$ cat src/rtl/afr_pkg.sv
package afr_pkg;

    typedef enum logic [1:0] {
        S_IDLE = 2'd0,
        S_ADDR = 2'd1,
        S_DATA = 2'd2,
        S_CSUM = 2'd3
    } afr_state_e;

    localparam logic [7:0] HDR_CODE   = 8'h02;
    localparam logic [7:0] TERM_CODE  = 8'h03;
    localparam logic [7:0] PRINT_LO   = 8'h20;
    localparam logic [7:0] PRINT_HI   = 8'h7E;

endpackage

$ cat src/rtl/afr_cmd_lookup.sv
module afr_cmd_lookup #(
    parameter int                          NUM_CMDS  = 4,
    parameter int                          LEN_W     = 5,
    parameter logic [NUM_CMDS*8-1:0]       CMD_CODES = '0,
    parameter logic [NUM_CMDS*LEN_W-1:0]   CMD_LENS  = '0
) (
    input  logic [7:0]       code,
    output logic             hit,
    output logic [LEN_W-1:0] need
);

    logic [NUM_CMDS-1:0] match;

    generate
        for (genvar g = 0; g < NUM_CMDS; g++) begin : g_cmp
            assign match[g] = (code == CMD_CODES[g*8 +: 8]);
        end
    endgenerate

    always_comb begin
        need = '0;
        for (int i = 0; i < NUM_CMDS; i++) begin
            if (match[i]) begin
                need = need | CMD_LENS[i*LEN_W +: LEN_W];
            end
        end
    end

    assign hit = |match;

endmodule

$ cat src/rtl/afr_lrc.sv
module afr_lrc (
    input  logic       clk,
    input  logic       rst_n,
    input  logic       load,
    input  logic       fold,
    input  logic [7:0] byte_in,
    output logic [7:0] acc
);

    always_ff @(posedge clk or negedge rst_n) begin
        if (!rst_n) begin
            acc <= '0;
        end else if (load) begin
            acc <= byte_in;
        end else if (fold) begin
            acc <= acc ^ byte_in;
        end
    end

endmodule

$ cat src/rtl/afr_data_buf.sv
module afr_data_buf #(
    parameter int DEPTH = 16,
    parameter int IDX_W = 4
) (
    input  logic               clk,
    input  logic               rst_n,
    input  logic               wr_en,
    input  logic [IDX_W-1:0]   wr_idx,
    input  logic [7:0]         wr_byte,
    output logic [DEPTH*8-1:0] bytes_flat
);

    generate
        for (genvar g = 0; g < DEPTH; g++) begin : g_slot
            logic [7:0] slot_q;
            always_ff @(posedge clk or negedge rst_n) begin
                if (!rst_n) begin
                    slot_q <= '0;
                end else if (wr_en && (wr_idx == IDX_W'(g))) begin
                    slot_q <= wr_byte;
                end
            end
            assign bytes_flat[g*8 +: 8] = slot_q;
        end
    endgenerate

endmodule

$ cat src/rtl/addr_frame_rx.sv
module addr_frame_rx
    import afr_pkg::*;
#(
    parameter int                        DEPTH     = 16,
    parameter int                        LEN_W     = 5,
    parameter int                        NUM_CMDS  = 4,
    parameter logic [NUM_CMDS*8-1:0]     CMD_CODES = {8'h44, 8'h43, 8'h42, 8'h41},
    parameter logic [NUM_CMDS*LEN_W-1:0] CMD_LENS  = {5'd16, 5'd3, 5'd1, 5'd0}
) (
    input  logic               clk,
    input  logic               rst_n,
    input  logic [7:0]         slave_addr,
    input  logic               rx_valid,
    input  logic [7:0]         rx_data,
    output logic               frame_ok,
    output logic               frame_err,
    output logic [7:0]         cmd_out,
    output logic [LEN_W-1:0]   data_len,
    output logic [DEPTH*8-1:0] data_bytes
);

    localparam int IDX_W = (DEPTH > 1) ? $clog2(DEPTH) : 1;
    localparam logic [LEN_W-1:0] FULL_CNT = LEN_W'(DEPTH);

    afr_state_e       state;
    logic             have_cmd;
    logic [LEN_W-1:0] cnt;
    logic [7:0]       cmd_q;
    logic [LEN_W-1:0] need_q;

    logic             is_hdr, is_term, is_print, room;
    logic             cmd_hit;
    logic [LEN_W-1:0] cmd_need;
    logic             lrc_load, lrc_fold, buf_wr;
    logic [7:0]       lrc_acc;

    assign is_hdr   = (rx_data == HDR_CODE);
    assign is_term  = (rx_data == TERM_CODE);
    assign is_print = (rx_data >= PRINT_LO) && (rx_data <= PRINT_HI);
    assign room     = (cnt < FULL_CNT);

    afr_cmd_lookup #(
        .NUM_CMDS  (NUM_CMDS),
        .LEN_W     (LEN_W),
        .CMD_CODES (CMD_CODES),
        .CMD_LENS  (CMD_LENS)
    ) u_lookup (
        .code (rx_data),
        .hit  (cmd_hit),
        .need (cmd_need)
    );

    assign lrc_load = rx_valid && is_hdr && (state == S_IDLE || state == S_ADDR);
    assign lrc_fold = rx_valid && (state == S_ADDR || state == S_DATA);

    afr_lrc u_lrc (
        .clk     (clk),
        .rst_n   (rst_n),
        .load    (lrc_load),
        .fold    (lrc_fold),
        .byte_in (rx_data),
        .acc     (lrc_acc)
    );

    assign buf_wr = rx_valid && (state == S_DATA) && have_cmd && is_print && room;

    afr_data_buf #(
        .DEPTH (DEPTH),
        .IDX_W (IDX_W)
    ) u_buf (
        .clk        (clk),
        .rst_n      (rst_n),
        .wr_en      (buf_wr),
        .wr_idx     (cnt[IDX_W-1:0]),
        .wr_byte    (rx_data),
        .bytes_flat (data_bytes)
    );

    // State register and frame bookkeeping
    always_ff @(posedge clk or negedge rst_n) begin
        if (!rst_n) begin
            state    <= S_IDLE;
            have_cmd <= 1'b0;
            cnt      <= '0;
            cmd_q    <= '0;
            need_q   <= '0;
        end else if (rx_valid) begin
            unique case (state)
                S_IDLE: begin
                    if (is_hdr) state <= S_ADDR;
                end
                S_ADDR: begin
                    if (is_hdr) begin
                        state <= S_ADDR;
                    end else if (rx_data == slave_addr) begin
                        state    <= S_DATA;
                        have_cmd <= 1'b0;
                        cnt      <= '0;
                    end else begin
                        state <= S_IDLE;
                    end
                end
                S_DATA: begin
                    if (!have_cmd) begin
                        if (cmd_hit) begin
                            have_cmd <= 1'b1;
                            cmd_q    <= rx_data;
                            need_q   <= cmd_need;
                        end else begin
                            state <= S_IDLE;
                        end
                    end else if (is_term) begin
                        state <= (cnt == need_q) ? S_CSUM : S_IDLE;
                    end else if (is_print && room) begin
                        cnt <= cnt + 1'b1;
                    end else begin
                        state <= S_IDLE;
                    end
                end
                S_CSUM: begin
                    state <= S_IDLE;
                end
                default: state <= S_IDLE;
            endcase
        end
    end

    // Output register
    always_ff @(posedge clk or negedge rst_n) begin
        if (!rst_n) begin
            frame_ok  <= 1'b0;
            frame_err <= 1'b0;
            cmd_out   <= '0;
            data_len  <= '0;
        end else begin
            frame_ok  <= 1'b0;
            frame_err <= 1'b0;
            if (rx_valid && state == S_CSUM) begin
                if (rx_data == lrc_acc) begin
                    frame_ok <= 1'b1;
                    cmd_out  <= cmd_q;
                    data_len <= cnt;
                end else begin
                    frame_err <= 1'b1;
                end
            end
        end
    end

    AST_IDLE_IGNORE: assert property (@(posedge clk) disable iff (!rst_n)
        (state == S_IDLE && rx_valid && rx_data != HDR_CODE) |=> (state == S_IDLE));
    AST_ADDR_MISS: assert property (@(posedge clk) disable iff (!rst_n)
        (state == S_ADDR && rx_valid && rx_data != HDR_CODE && rx_data != slave_addr)
        |=> (state == S_IDLE && !frame_ok));
    AST_RESYNC: assert property (@(posedge clk) disable iff (!rst_n)
        (state == S_ADDR && rx_valid && rx_data == HDR_CODE) |=> (state == S_ADDR && lrc_acc == HDR_CODE));
    AST_BAD_CHAR: assert property (@(posedge clk) disable iff (!rst_n)
        (state == S_DATA && have_cmd && rx_valid && rx_data != TERM_CODE
         && (rx_data < PRINT_LO || rx_data > PRINT_HI)) |=> (state == S_IDLE));
    AST_NO_OVERFLOW: assert property (@(posedge clk) disable iff (!rst_n)
        (cnt <= FULL_CNT));
    AST_OK_SOURCE: assert property (@(posedge clk) disable iff (!rst_n)
        frame_ok |-> $past(state == S_CSUM && rx_valid));
    AST_OK_PULSE: assert property (@(posedge clk) disable iff (!rst_n)
        frame_ok |=> !frame_ok);
    AST_ERR_PULSE: assert property (@(posedge clk) disable iff (!rst_n)
        frame_err |=> (!frame_err && state != S_CSUM));
    AST_OK_ERR_EXCL: assert property (@(posedge clk) disable iff (!rst_n)
        !(frame_ok && frame_err));
    AST_RESULT_HOLD: assert property (@(posedge clk) disable iff (!rst_n)
        !frame_ok |-> ($stable(cmd_out) && $stable(data_len)));

endmodule

$ cat config.mk
export PLATFORM = sky130hd
export DESIGN_NAME = addr_frame_rx
export DESIGN_NICKNAME = d
export VERILOG_FILES = /design/src/rtl/afr_pkg.sv /design/src/rtl/afr_cmd_lookup.sv /design/src/rtl/afr_lrc.sv /design/src/rtl/afr_data_buf.sv /design/src/rtl/addr_frame_rx.sv
export SDC_FILE = /design/constraint.sdc
export NUM_CORES = 1
export LEC_CHECK = 0
export BUFFER_PORTS_ARGS = -buffer_cell sky130_fd_sc_hd__buf_4
export CAP_MARGIN = 10
export CORE_MARGIN = 4
export CORE_UTILIZATION = 54
export CTS_CLUSTER_SIZE = 20
export DETAILED_ROUTE_END_ITERATION = 10
export PLACE_DENSITY = 0.8
export SYNTH_ARGS = -nofsm -noshare
export SYNTH_HDL_FRONTEND = slang
export SYNTH_SLANG_ARGS = --single-unit
export TNS_END_PERCENT = 10
$ cat constraint.sdc
create_clock -name clk -period 2.1 [get_ports clk]
set_input_delay 0.21 -clock clk [delete_from_list [all_inputs] [get_ports clk]]
set_output_delay 0.21 -clock clk [all_outputs]
set_load 0.02 [all_outputs]
==> metrics.md <==
| Metric | Value |
|---|---|
| Status | `completed` |
| Crit Path Class | `flip-flop to flip-flop` |
| CP Max Fanout | `11` |
| H-tree Lvls | `4` |
| Fmax | `0.502 GHz` |
| Routed via count | `4,966` |
| Setup WS pre-CTS | `50.3 ps` |
| Clock Latency Late Sink | `420 ps` |
| Worst EP arrival | `2300 ps` |
| Ys async rst share | `100%` |
| Via density | `5.63` |
| Slew Viols, Final | `0` |
| Count leader, synth | `dfrtp_1` |
| Yosys reg bits | `170` |
| Worst path bufs/invs | `1` |
| Internal | `5660 uW` |
| Final wirelength | `18,100 um` |
| Slew headroom | `49.4%` |
| FF-to-FF path depth | `6` |
| Number of global-route vias before repair | `5,284` |
| Largest net degree at the start of global routing | `59` |
| Area share of the largest cell type after synthesis | `59.0%` |
| Die width | `124 um` |
| WP depth | `6` |
| Cell variety after synth | `56` |
| Leak | `0.00510 uW` |
| Mapped Area | `7210 um2` |
| Clk Tree Root Cell | `clkbuf_16` |
| Finished Layout Cells | `882` |
| Clock Skew | `~8.1 ps` |
| Placed insts | `around 850` |
| Critical Path Source | `cnt[4]` |
| Worst path required time | `2410 ps` |
| Final worst-path cycle share | `94.9%` |
| Most frequent cells after synthesis | `dfrtp_1 (170), mux2_2 (127), nand2_1 (20)` |
| Critical path cell sequence | `nor2_4 > o211ai_4 > nor2_2 > buf_12 > nand4_2 > mux2_2` |
| Num rows | `41` |
| Number of diodes | `0` |
| R2R Path End | `u_buf.g_slot[2].slot_q[4]` |
| # nets final | `roughly 730` |
| Max stage delay on crit path | `430 ps` |
| Measured slew at the worst slew-check pin | `756 ps` |
| Fillers | `885` |
| Dominant synthesized flop cell | `dfrtp_1` |
| DR pass1 iterations | `5` |
| Placer Congestion | `0.920` |
| Setup ws final | `between 100 and 150 ps` |
| CP endpoint | `u_buf.g_slot[2].slot_q[4]` |
| Synth-to-layout area growth | `30.9%` |
| Starting Density | `between 50% and 60%` |
| DRT antenna net count | `0` |
| Seq pwr share | `between 40% and 50%` |
| Syn Area/Cell | `about 14 um2` |
| Hold Fails Final Rpt | `0` |
| Crit end category | `flip-flop` |
| DR iter-0 viols | `291` |
| Port bufs | `roughly 160` |
| Clock Sinks | `170` |
| Setup TNS | `0 ps` |
| EDFF count, synth | `0` |
| DR WL/cell | `20.5 um` |
| Setup crit start kind | `flip-flop` |
| Gate count after technology mapping | `513` |
| Initial antenna violation count | `0` |
| Yosys top cell by area | `dfrtp_1` |
| Core area | `about 13,000 um2` |
| CTS Buffer Depth | `2` |
| Combinational share of power | `under 10%` |
| DRC errors left | `0` |
| Total track usage | `24.9%` |
| Post-Syn Nets | `540` |
| Hold Crit Class | `input pin to flip-flop` |
| Sw Pwr | `1720 uW` |
| CTS tree | `done` |
| Clock-pin transition on the worst setup and hold timing paths | `60 ps` |
| Synth top area cells | `dfrtp_1 (59%), mux2_2 (20%), xnor2_1 (1.9%), nand4_2 (1.7%), and2_1 (1.6%)` |
| Worst R2R Start | `cnt[4]` |
| Clock power frac | `between 40% and 50%` |
| CP delay by family, top | `simple AND/OR/NAND/NOR gates` |
| R2r setup slk | `between 100 and 150 ps` |
| Min Tclk post-route | `about 2000 ps` |
| Power Density | `781 nW/um2` |
| Cts bufs inserted | `17` |
| Sw Share | `23.3%` |
| Slowest cell on crit path | `dfrtp_1` |
| Post-synthesis sequential area ratio | `59.0%` |
| Max_cap viols | `0` |
| Die ar. | `15,300 um2` |
| Post-layout util | `73.6%` |
| Synth Warn # | `0` |
| Detailed placement HPWL | `12,800 um` |
| I/O pin cnt | `162` |
| Gr ovfl total | `0` |
| # setup viols final | `0` |
| Share of post-route cells with drive strength above 1 | `53.1%` |
| Unrepaired setup endpoints after global routing | `no` |
| Max VDD drop | `0.519 mV` |
| Global-route wire length before repair | `28,500 um` |
| Die Height | `124 um` |
[flip-flops by register name (all words and copies together) (netlist names)]
register / cells
u_buf.g_slot.slot_q: 128
cmd_out: 8
cmd_q: 8
u_lrc.acc: 8
cnt: 5
data_len: 5
need_q: 3
state: 2
frame_err: 1
frame_ok: 1
have_cmd: 1
[layer usage]
layer  part of all wire (%)  up-vias  track usage (%)  wire [um]
met4                    2.0        0             9.20        363
met1                     41     2544             31.9       7470
met3                    7.4       27             7.18       1340
li1                       -     2192                -          -
met2                     49      203             40.4       8930
met5                      0        -                0          0
[layout make-up]
cell class | count | area, um2 | share of cell area (%)
sequential | 170 | 4250 | 45.1
multi-input combinational | 307 | 2800 | 29.7
timing repair buffer | 196 | 1530 | 16.2
clock buffer | 18 | 439 | 4.65
tap | 172 | 215 | 2.28
clock inverter | 13 | 176 | 1.87
inverter | 6 | 22.5 | 0.239
[worst min path at each step]
stage	start	end	slack, ps	cells past startpoint
final	rx_data[7]	u_lrc.acc[7]	120	2
after global routing	rx_data[4]	u_buf.g_slot[13].slot_q[4]	110	2
after CTS	rx_data[4]	u_buf.g_slot[13].slot_q[4]	100	2
after detailed placement	rst_n	u_buf.g_slot[5].slot_q[1]	210	1
after global placement	rst_n	u_buf.g_slot[3].slot_q[1]	210	1
after floorplan	rst_n	cmd_out[0]	-90	0
[repair_timing]
action / in CTS / in global routing
endpoints found under the setup margin: 0 / 47
hold buffers: 1 / 0
hold endpoints to repair: 53 / 0
setup buffers: 0 / 1
resized for setup: 0 / 4
[power by group through the flow]
stage / Sequential (uW) / Clock, uW / Combinational, uW
2_1_floorplan: 3490 / 0 / 394
3_3_place_gp: 3490 / 0 / 624
3_5_place_dp: 3500 / 0 / 653
4_1_cts: 3440 / 3300 / 660
5_1_grt: 3450 / 3430 / 728
6_report: 3440 / 3260 / 664
[cells by family after synthesis]
family	share of synthesized area [%]
compound gates	3.56
xor+xnor	2.31
fa+ha+maj	1.39
buf+inv	2.34
flops	59.0
mux	20.5
simple gates	10.9
[through the flow]
stage | total power, uW | instance area [um2] | hold slack, ps
after floorplan | 3880 | 7210 | -85.6
after global placement | 4120 | 8790 | 211
after detailed placement | 4160 | 8790 | 210
after CTS | 7400 | 9420 | 104
after global routing | 7610 | 9440 | 107
final | 7370 | 9440 | 120
[layout by cell type, fill, tap and decap left out, drive strengths merged, types with 7 or more instances in the layout]
cell | synthesis | routed
nand4 | 20 | 20
a32o | 7 | 7
clkbuf | 15 | 18
nor3 | 10 | 10
dfrtp | 170 | 170
ha | 8 | 8
o21ai | 7 | 7
nor2 | 15 | 15
mux2 | 131 | 131
xnor2 | 16 | 16
and2 | 19 | 19
buf | 15 | 195
nand3 | 7 | 7
nand2 | 20 | 20
Power figures use the tool's default switching activity.
